File: src/rtl/tick_pkg.sv
package tick_pkg;
  parameter int PRE_W = 15;
  parameter int SEL_W = 4;

  localparam int BIT_GLOBAL = 0;
  localparam int SEL_LSB    = 4;
  localparam int BIT_TICK   = 8;

  typedef enum logic [1:0] {
    REG_CTRL   = 2'd0,
    REG_RELOAD = 2'd1,
    REG_PEND   = 2'd2,
    REG_COUNT  = 2'd3
  } reg_sel_e;

  typedef struct packed {
    logic             tick_en;
    logic [SEL_W-1:0] sel;
    logic             glob_en;
  } ctrl_t;

  // True when the low 'sel' bits of the prescaler are all ones
  function automatic logic presc_hit(input logic [PRE_W-1:0] c,
                                     input logic [SEL_W-1:0] s);
    logic [PRE_W:0] mask;
    mask = ((PRE_W+1)'(1) << s) - (PRE_W+1)'(1);
    return ({1'b0, c} & mask) == mask;
  endfunction

  // Reload values of 0, 1 and 2 are refused
  function automatic logic reload_ok(input logic [31:0] v);
    return v > 32'd2;
  endfunction
endpackage

File: src/rtl/tick_prescaler.sv
module tick_prescaler
  import tick_pkg::*;
(
  input  logic             clk,
  input  logic             rst_n,
  input  logic             base_en,
  input  logic [SEL_W-1:0] sel,
  output logic             tick
);
  logic [PRE_W-1:0] pre_q;

  always_ff @(posedge clk) begin
    if (!rst_n)       pre_q <= '0;
    else if (base_en) pre_q <= pre_q + PRE_W'(1);
  end

  assign tick = base_en && presc_hit(pre_q, sel);

  assert_sel0_every_R2: assert property (@(posedge clk) disable iff (!rst_n)
    (base_en && sel == '0) |-> tick);
  assert_no_base_no_tick_R2: assert property (@(posedge clk) disable iff (!rst_n)
    !base_en |=> $stable(pre_q));
endmodule

File: src/rtl/tick_regs.sv
module tick_regs
  import tick_pkg::*;
#(
  parameter int ADDR_W = 4,
  parameter int DATA_W = 32,
  parameter int CNT_W  = 16
) (
  input  logic              clk,
  input  logic              rst_n,
  input  logic              wr_en,
  input  logic [ADDR_W-1:0] addr,
  input  logic [DATA_W-1:0] wdata,
  input  logic              expire,
  output ctrl_t             ctrl_q,
  output logic [CNT_W-1:0]  reload_q,
  output logic              pending_q,
  output logic              start_evt,
  output logic              stop_evt
);
  logic ctrl_wr, reload_wr, pend_clr, reload_take;
  logic unused_wdata;

  assign unused_wdata = ^wdata;
  assign ctrl_wr     = wr_en && (addr == ADDR_W'(REG_CTRL));
  assign reload_wr   = wr_en && (addr == ADDR_W'(REG_RELOAD));
  assign pend_clr    = wr_en && (addr == ADDR_W'(REG_PEND)) && wdata[0];
  assign reload_take = reload_wr && reload_ok(32'(wdata[CNT_W-1:0]));

  assign start_evt = ctrl_wr && wdata[BIT_TICK] && wdata[BIT_GLOBAL]
                     && !ctrl_q.tick_en && (reload_q != '0);
  assign stop_evt  = ctrl_wr && (!wdata[BIT_TICK] || !wdata[BIT_GLOBAL]);

  always_ff @(posedge clk) begin
    if (!rst_n) begin
      ctrl_q    <= '0;
      reload_q  <= '0;
      pending_q <= 1'b0;
    end else begin
      if (ctrl_wr) begin
        ctrl_q.tick_en <= wdata[BIT_TICK];
        ctrl_q.sel     <= wdata[SEL_LSB +: SEL_W];
        ctrl_q.glob_en <= wdata[BIT_GLOBAL];
      end
      if (reload_take) reload_q <= wdata[CNT_W-1:0];
      // an expiry in the same cycle as a clear keeps the flag set
      pending_q <= expire | (pending_q & ~pend_clr);
    end
  end

  assert_reload_reject_R3: assert property (@(posedge clk) disable iff (!rst_n)
    (reload_wr && !reload_take) |=> $stable(reload_q));
  assert_clear_R7: assert property (@(posedge clk) disable iff (!rst_n)
    (pend_clr && !expire) |=> !pending_q);
  assert_set_wins_R7: assert property (@(posedge clk) disable iff (!rst_n)
    expire |=> pending_q);
  assert_start_stop_excl_R4: assert property (@(posedge clk) disable iff (!rst_n)
    !(start_evt && stop_evt));
endmodule

File: src/rtl/tick_counter.sv
module tick_counter #(
  parameter int CNT_W = 16
) (
  input  logic             clk,
  input  logic             rst_n,
  input  logic             tick,
  input  logic             start,
  input  logic             stop,
  input  logic [CNT_W-1:0] reload,
  output logic [CNT_W-1:0] count,
  output logic             running,
  output logic             expire
);
  assign expire = running && tick && !start && !stop && (count <= CNT_W'(1));

  always_ff @(posedge clk) begin
    if (!rst_n) begin
      count   <= '0;
      running <= 1'b0;
    end else if (start) begin
      count   <= reload;
      running <= 1'b1;
    end else if (stop) begin
      running <= 1'b0;
    end else if (running && tick) begin
      if (expire) count <= reload;
      else        count <= count - CNT_W'(1);
    end
  end

  assert_start_load_R4: assert property (@(posedge clk) disable iff (!rst_n)
    start |=> (running && count == $past(reload)));
  assert_hold_R5: assert property (@(posedge clk) disable iff (!rst_n)
    (!running && !start) |=> $stable(count));
  assert_stop_R5: assert property (@(posedge clk) disable iff (!rst_n)
    (stop && !start) |=> !running);
  assert_keep_running_R6: assert property (@(posedge clk) disable iff (!rst_n)
    expire |=> running);
endmodule

File: src/rtl/tick_timer.sv
module tick_timer
  import tick_pkg::*;
#(
  parameter int ADDR_W = 4,
  parameter int DATA_W = 32,
  parameter int CNT_W  = 16
) (
  input  logic              clk,
  input  logic              rst_n,
  input  logic              base_en,
  input  logic              bus_valid,
  input  logic              bus_write,
  input  logic [ADDR_W-1:0] bus_addr,
  input  logic [DATA_W-1:0] bus_wdata,
  output logic [DATA_W-1:0] bus_rdata,
  output logic              tick_irq
);
  ctrl_t            ctrl_q;
  logic [CNT_W-1:0] reload_q, count;
  logic             pending_q, start_evt, stop_evt;
  logic             presc_tick, running, expire, wr_en;

  assign wr_en = bus_valid && bus_write;

  tick_prescaler u_pre (
    .clk(clk), .rst_n(rst_n), .base_en(base_en),
    .sel(ctrl_q.sel), .tick(presc_tick)
  );

  tick_regs #(.ADDR_W(ADDR_W), .DATA_W(DATA_W), .CNT_W(CNT_W)) u_regs (
    .clk(clk), .rst_n(rst_n), .wr_en(wr_en), .addr(bus_addr),
    .wdata(bus_wdata), .expire(expire), .ctrl_q(ctrl_q),
    .reload_q(reload_q), .pending_q(pending_q),
    .start_evt(start_evt), .stop_evt(stop_evt)
  );

  tick_counter #(.CNT_W(CNT_W)) u_cnt (
    .clk(clk), .rst_n(rst_n), .tick(presc_tick), .start(start_evt),
    .stop(stop_evt), .reload(reload_q), .count(count),
    .running(running), .expire(expire)
  );

  always_comb begin
    bus_rdata = '0;
    unique case (bus_addr)
      ADDR_W'(REG_CTRL): begin
        bus_rdata[BIT_GLOBAL]          = ctrl_q.glob_en;
        bus_rdata[SEL_LSB +: SEL_W]    = ctrl_q.sel;
        bus_rdata[BIT_TICK]            = ctrl_q.tick_en;
      end
      ADDR_W'(REG_RELOAD): bus_rdata = DATA_W'(reload_q);
      ADDR_W'(REG_PEND):   bus_rdata = DATA_W'(pending_q);
      ADDR_W'(REG_COUNT):  bus_rdata = DATA_W'(count);
      default:             bus_rdata = '0;
    endcase
  end

  assign tick_irq = pending_q;

  assert_irq_rise_R9: assert property (@(posedge clk) disable iff (!rst_n)
    $rose(tick_irq) |-> $past(expire));
  assert_run_needs_enables_R5: assert property (@(posedge clk) disable iff (!rst_n)
    running |-> (ctrl_q.glob_en && ctrl_q.tick_en));
endmodule

File: config.mk
export PLATFORM = sky130hd
export DESIGN_NAME = tick_timer
export DESIGN_NICKNAME = d
export VERILOG_FILES = /design/src/rtl/tick_pkg.sv /design/src/rtl/tick_prescaler.sv /design/src/rtl/tick_regs.sv /design/src/rtl/tick_counter.sv /design/src/rtl/tick_timer.sv
export SDC_FILE = /design/constraint.sdc
export NUM_CORES = 1
export LEC_CHECK = 0
export BUFFER_PORTS_ARGS = -buffer_cell sky130_fd_sc_hd__clkbuf_2
export CORE_AREA = 10 10 108 110
export CTS_CLUSTER_DIAMETER = 40
export DETAILED_ROUTE_END_ITERATION = 8
export DIE_AREA = 0 0 118 120
export GPL_TIMING_DRIVEN = 0
export HOLD_SLACK_MARGIN = 0.06
export PLACE_DENSITY = 0.65
export SYNTH_ARGS = -nofsm -noshare
export SYNTH_HDL_FRONTEND = slang
export SYNTH_SLANG_ARGS = --single-unit
File: constraint.sdc
create_clock -name clk -period 3.19 [get_ports clk]
set_input_delay 0 -clock clk [delete_from_list [all_inputs] [get_ports clk]]
set_output_delay 0 -clock clk [all_outputs]
set_load 0.01 [all_outputs]
==> results of run 1 <==
==> report_power, final <==
group | switching, mW | total (mW) | internal (mW) | leakage, nW
combinational | 0.0791 | 0.142 | 0.0625 | 1.28
sequential | 0.00698 | 0.698 | 0.691 | 0.443
clock | 0.259 | 0.423 | 0.164 | 0.0467
==> repair_timing <==
item | 4_1_cts | 5_1_grt
pin swaps | 0 | 1
gates resized for setup | 2 | 6
setup buffers | 0 | 4
hold buffers | 18 | 0
setup endpoints to repair | 11 | 15
hold endpoints to repair | 26 | 0
==> cell usage after synthesis, types with 10 or more instances <==
cell type / n / share of area [%]
a21oi_1: 27 / 3.8
dfxtp_1: 55 / 31
inv_1: 13 / 1.4
nor3_1: 13 / 1.8
nor4_1: 11 / 2.0
buf_2: 12 / 1.7
a22o_1: 10 / 2.5
buf_4: 16 / 3.4
mux2i_1: 22 / 6.3
o21ai_0: 18 / 2.6
nand2_1: 41 / 4.4
nor2_1: 62 / 6.6
clkbuf_1: 14 / 1.5
==> state kept, by name, indices dropped and copies added, names as in the netlist <==
signal	flops
u_cnt.count	16
u_regs.pending_q	1
u_pre.pre_q	15
u_regs.reload_q	16
u_cnt.running	1
u_regs.ctrl_q	6
==> metal layers <==
metal	vias to the layer above	part of all wire, %	global-route usage (%)
met4	0	1.6	4.56
met5	-	0	0
met3	17	10	4.13
met1	1711	43	19.6
li1	1793	-	-
met2	178	45	24.5
==> layout make-up <==
cell class | count | area share (%)
Clock buffer | 5 | 1.61
Buffer | 43 | 5.85
Inverter | 14 | 1.23
Multi-Input combinational cell | 355 | 51.4
Clock inverter | 3 | 0.643
Timing Repair Buffer | 63 | 9.70
Sequential cell | 55 | 25.7
Tap cell | 133 | 3.89
==> worst min-delay path, stage by stage <==
cell and delay (ns):
clkbuf_2 0.09, nand2_1 0.10, o41ai_1 0.09, a21oi_1 0.10
==> worst paths after layout <==
kind | startpoint | endpoint | slack [ns] | cells past startpoint
hold / removal | bus_write | u_regs.pending_q$_SDFF_PN0_ | 0.1 | 4
setup / recovery | u_regs.ctrl_q[2]$_SDFFE_PN0P_ | u_cnt.count[13]$_SDFFE_PN0P_ | 0.21 | 13
hold reg to reg | u_regs.ctrl_q[0]$_SDFFE_PN0P_ | u_regs.ctrl_q[0]$_SDFFE_PN0P_ | 0.48 | 2
setup reg to reg | u_regs.ctrl_q[2]$_SDFFE_PN0P_ | u_cnt.count[13]$_SDFFE_PN0P_ | 0.21 | 13
==> per-stage QoR <==
stage,utilization [%],std cells
6_report,44.8,671
5_1_grt,44.8,671
4_1_cts,44.4,667
3_5_place_dp,41.4,641
2_1_floorplan,-,467
3_3_place_gp,41.4,641
==> kinds of logic after synthesis <==
| family | share of synthesized area [%] |
|---|---|
| AND/OR/NAND/NOR | 27.7 |
| AO/OA/AOI/OAI | 21.4 |
| buffers and inverters | 8.42 |
| flip-flops | 31.3 |
| multiplexers | 6.89 |
| XOR/XNOR | 2.74 |
| adder cells (fa/ha/maj) | 1.42 |
| other | 0.106 |
==> impl_metrics.yaml, run 1 <==
critical_path:
  critical_path.max_fanout: 10
  end_kind: "flop"
  worstPathArrival_ns: 3.20
  crit_slowest_cell: "or4_1"
  required_ns: 3.41
  path_buf_inv: 3
  max_stage_delay_ns: 0.41
  startpoint_type: "flop"
  crit_chain: "buf_2 -> nor3_2 -> nand2b_1 -> ha_1 -> or4_1 -> a211o_1 -> o2111ai_1 -> nor3_4 -> buf_4 -> nand3_2 -> clkbuf_4 -> a211oi_1 -> o32a_1"
  path_class: "flop to flop"
  cp_top_family: "simple AND/OR/NAND/NOR gates"
grt:
  antenna_found_initial: 0
  grt_pass1_wl_mm: 18.2
  grt_usage_pct: 15.2
  grt-ovfl-total: 0
  grt_max_degree: 20
  grt_pass1_vias: 3541
synthesis:
  yosys_warnings: 0
  synth_seq_cells: 55
  ys_seq_area_share_pct: 31.3
  synth_edf_count: 0
  syn_area_per_cell_um2: 7.79
  ys.flop_type: "dfxtp_1"
  async_flop_share_pct: 0
  synth_cells: 452
  synth_cell_type_count: 65
  syn_area_um2: 3520
finish:
  final_common_cell: "nor2_1"
  drive_above_1_share_pct: 17.7
  num_antenna_cells: 0
  fin_area_um2: 4280
  fillCellCount: 956
  area_growth_pct: 21.5
  nNetsFinal: 582
  final_cell_mix: "nor2_1 (62), dfxtp_1 (55), clkbuf_2 (42), nand2_1 (41), a21oi_1 (27)"
  multiInputGateArea_um2: 2200
  register_area_um2: 1100
timing:
  hold_viol_final: 0
  fin_skew_ns: 0.0179
  holdWs_ns: 0.0999
  tns_ns: 0
  tightest_slew_ns: 0.988
  rsz0062_at_grt: "no"
  slew_headroom_pct: 33.6
  fin_crit_sh_pct: 93.4
  maxSlewViolCount: 0
  final-setup-viol-count: 0
  fmax_ghz: 0.336
  fin_crit_ns: 2.98
  fin_ws_ns: 0.210
die:
  rows: 36
  die_area_um2: 14200
  initial_core_util_pct: 36.9
  die_h_um: 120
  io_pins: 74
  fp.coreArea_um2: 9550
  die_w_um: 118
placed_design:
  portBuffers: 41
  dp_hpwl_mm: 8.27
  gp_congestion: 0.916
  place_ws_ns: -0.0548
  dpl-instance-area_um2: 3950
clock_tree:
  clock-sinks: 55
  cts_root_buf: "clkbuf_8"
  htree_levels: 2
  numCtsBuffers: 5
  clk_latency_ns: 0.32
  clock_path_buffers: 2
  cts.clk_slew.worst_paths_ns: 0.11
  cts_tree: "built"
min_path:
  hp-class: "primary input to flop"
drt:
  drt-total-wl_mm: 11.1
  drc: 0
  vias: 3699
  detail-route-antenna-nets: 0
  first_pass_iters: 5
  wire_per_inst_um: 16.5
  drt-initial-drc-count: 316
  routed_via_density: 5.51
run_status:
  status: "completed"
power_and_ir_drop:
  peakVddDrop_mv: 0.238
  p_leak_nw: 1.77
  power.total_mw: 1.26
  power.density_nw_per_um2: 295
job:
  maxCapViolations: 0
Power figures use the tool's default switching activity.
==> inputs of run 2 (changes only) <==
CORE_AREA = 10 10 123 97   (was 10 10 108 110)
DIE_AREA = 0 0 133 107   (was 0 0 118 120)
==> run 2 against run 1 <==
Clock skew decreased by 0.012 ns. Sequential power barely moved. Design area is 0.56% higher. Fmax decreased by 0.21%. Sequential cell count unchanged. Wire length increased by 7.4%. Utilization increased by 0.47 points. Critical path type unchanged. Critical endpoint is now u_cnt.count[0]$_SDFFE_PN0P_.
==> impl_metrics.yaml, run 2 (same netlist as run 1, synthesis figures left out) <==
finish:
  final_common_cell: "nor2_1"
  num_antenna_cells: 0
  reg_top3: "u_cnt.count: 16 flops, u_regs.reload_q: 16 flops, u_pre.pre_q: 15 flops"
  fillCellCount: 989
  register_area_um2: 1100
  drive_above_1_share_pct: 17.4
  multiInputGateArea_um2: 2210
  final_util_pct: 45.3
  final_cell_mix: "nor2_1 (62), dfxtp_1 (55), nand2_1 (41), clkbuf_2 (41), a21oi_1 (27)"
  area_growth_pct: 22.2
  nNetsFinal: 578
timing:
  hold_viol_final: 0
  rsz0062_at_grt: "no"
  fin_skew_ns: 0.00608
  fin_crit_ns: 2.99
  tns_ns: 0
  final-setup-viol-count: 0
  tightest_slew_ns: 1.01
  maxSlewViolCount: 0
  fmax_ghz: 0.335
  fin_crit_sh_pct: 93.6
  slew_headroom_pct: 32.2
run_status:
  status: "completed"
critical_path:
  critical_path.max_fanout: 10
  path_buf_inv: 2
  crit_top_cell: "nor2_1"
  cp_top_family: "compound AO/OA/AOI/OAI gates"
  crit_slowest_cell: "dfxtp_1"
  crit_chain: "buf_2 -> nand2b_1 -> ha_2 -> nor2_1 -> and4b_1 -> a311oi_1 -> o2111a_2 -> and3_4 -> clkbuf_4 -> nor2_1 -> a221oi_1"
  max_stage_delay_ns: 0.41
  path_class: "flop to flop"
  startpoint_type: "flop"
  end_kind: "flop"
  required_ns: 3.39
  worstPathArrival_ns: 3.19
grt:
  grt_pass1_vias: 3572
  met2_usage_pct: 25.6
  top_usage_layer: "met2"
  grt-ovfl-total: 0
  met1_usage_pct: 22.1
  grt_max_degree: 18
  grt_pass1_wl_mm: 19.0
  grt_usage_pct: 16.2
  grt_use_met3_pct: 2.99
  antenna_found_initial: 0
clock_tree:
  cts.clk_slew.worst_paths_ns: 0.07
  clk_latency_ns: 0.30
  cts_root_buf: "clkbuf_16"
  clock-sinks: 55
  numCtsBuffers: 5
  htree_levels: 2
  clock_path_buffers: 2
  cts_tree: "built"
die:
  io_pins: 74
  die_h_um: 107
  die_w_um: 133
  fp.coreArea_um2: 9500
  die_area_um2: 14200
  initial_core_util_pct: 37.1
  rows: 31
placed_design:
  dp_hpwl_mm: 8.91
  portBuffers: 41
  gp_congestion: 0.921
power_and_ir_drop:
  internal_power_mw: 1.04
  power.density_nw_per_um2: 325
  swShare_pct: 25.4
  peakVddDrop_mv: 0.187
  power.total_mw: 1.40
  power_switching_uw: 356
  comb_power_share_pct: 10.1
  pwr-share-clk_pct: 40.1
  power_frac_seq_pct: 49.9
  p_leak_nw: 1.77
job:
  maxCapViolations: 0
drt:
  routed_via_density: 5.61
  drc: 0
  vias: 3732
  wire_per_inst_um: 17.9
  drt-total-wl_mm: 11.9
  drt-initial-drc-count: 355
  first_pass_iters: 5
  detail-route-antenna-nets: 0
min_path:
  hp-class: "primary input to flop"
run 2: cell count changes in the layout (fill, tap and decap cells not counted), sizes merged:
cell / before / now
clkinvlp: 1 / 0
inv: 15 / 14
dlygate4sd3: 18 / 17
clkbuf: 62 / 60
buf: 31 / 30
clkinv: 1 / 2
run 2: metal layers:
metal / part of all wire (%) / vias up
li1: - / 1787
met2: 45 / 167
met5: 0 / -
met4: 1.2 / 0
met1: 45 / 1767
met3: 8.3 / 11
run 2: worst paths after layout:
path | start | end | slack [ns] | cells past startpoint
worst max register to register | u_regs.ctrl_q[1]$_SDFFE_PN0P_ | u_cnt.count[0]$_SDFFE_PN0P_ | 0.20 | 11
worst max-delay path | u_regs.ctrl_q[1]$_SDFFE_PN0P_ | u_cnt.count[0]$_SDFFE_PN0P_ | 0.20 | 11
worst min-delay path | rst_n | u_cnt.count[0]$_SDFFE_PN0P_ | 0.09 | 3
worst min register to register | u_regs.ctrl_q[0]$_SDFFE_PN0P_ | u_regs.ctrl_q[0]$_SDFFE_PN0P_ | 0.49 | 2
run 2: timing repair:
| action | CTS | global route |
|---|---|---|
| hold buffers | 17 | 0 |
| cloned | 0 | 0 |
| buffers inserted | 0 | 1 |
| pin swaps | 0 | 1 |
| endpoints found under the hold margin | 24 | 0 |
| setup endpoints to repair | 11 | 15 |
| gates resized for setup | 3 | 8 |
run 2: worst min-delay path, cell delays in order:
cell      delay (ns)
clkbuf_2        0.17
o21ai_0         0.11
a221oi_1        0.06
run 2: stage by stage:
step | cells | setup slack, ns | hold WS (ns) | area [um2]
after global routing | 665 | 0.0341 | 0.111 | 4300
after global placement | 640 | -0.0715 | 0.251 | 3950
final | 665 | 0.204 | 0.0887 | 4300
after CTS | 664 | 0.0362 | 0.0642 | 4270
after detailed placement | 640 | -0.0851 | 0.260 | 3950
after floorplan | 467 | 0.525 | 0.136 | 3580
run 2: area by class of cell:
class / count / area share [%]
multi-input cells: 355 / 51.4
repair buffers: 59 / 8.90
inverters: 14 / 1.22
clock inverters: 2 / 0.407
well taps: 132 / 3.84
plain buffers: 43 / 5.76
flip-flops and latches: 55 / 25.6
clock buffers: 5 / 2.91
run 2: power groups by stage:
stage / sequential (mW) / combinational, mW / clock (mW)
6_report: 0.698 / 0.141 / 0.561
5_1_grt: 0.699 / 0.155 / 0.600
4_1_cts: 0.698 / 0.138 / 0.573
3_5_place_dp: 0.714 / 0.120 / 0
3_3_place_gp: 0.714 / 0.119 / 0
2_1_floorplan: 0.711 / 0.0774 / 0
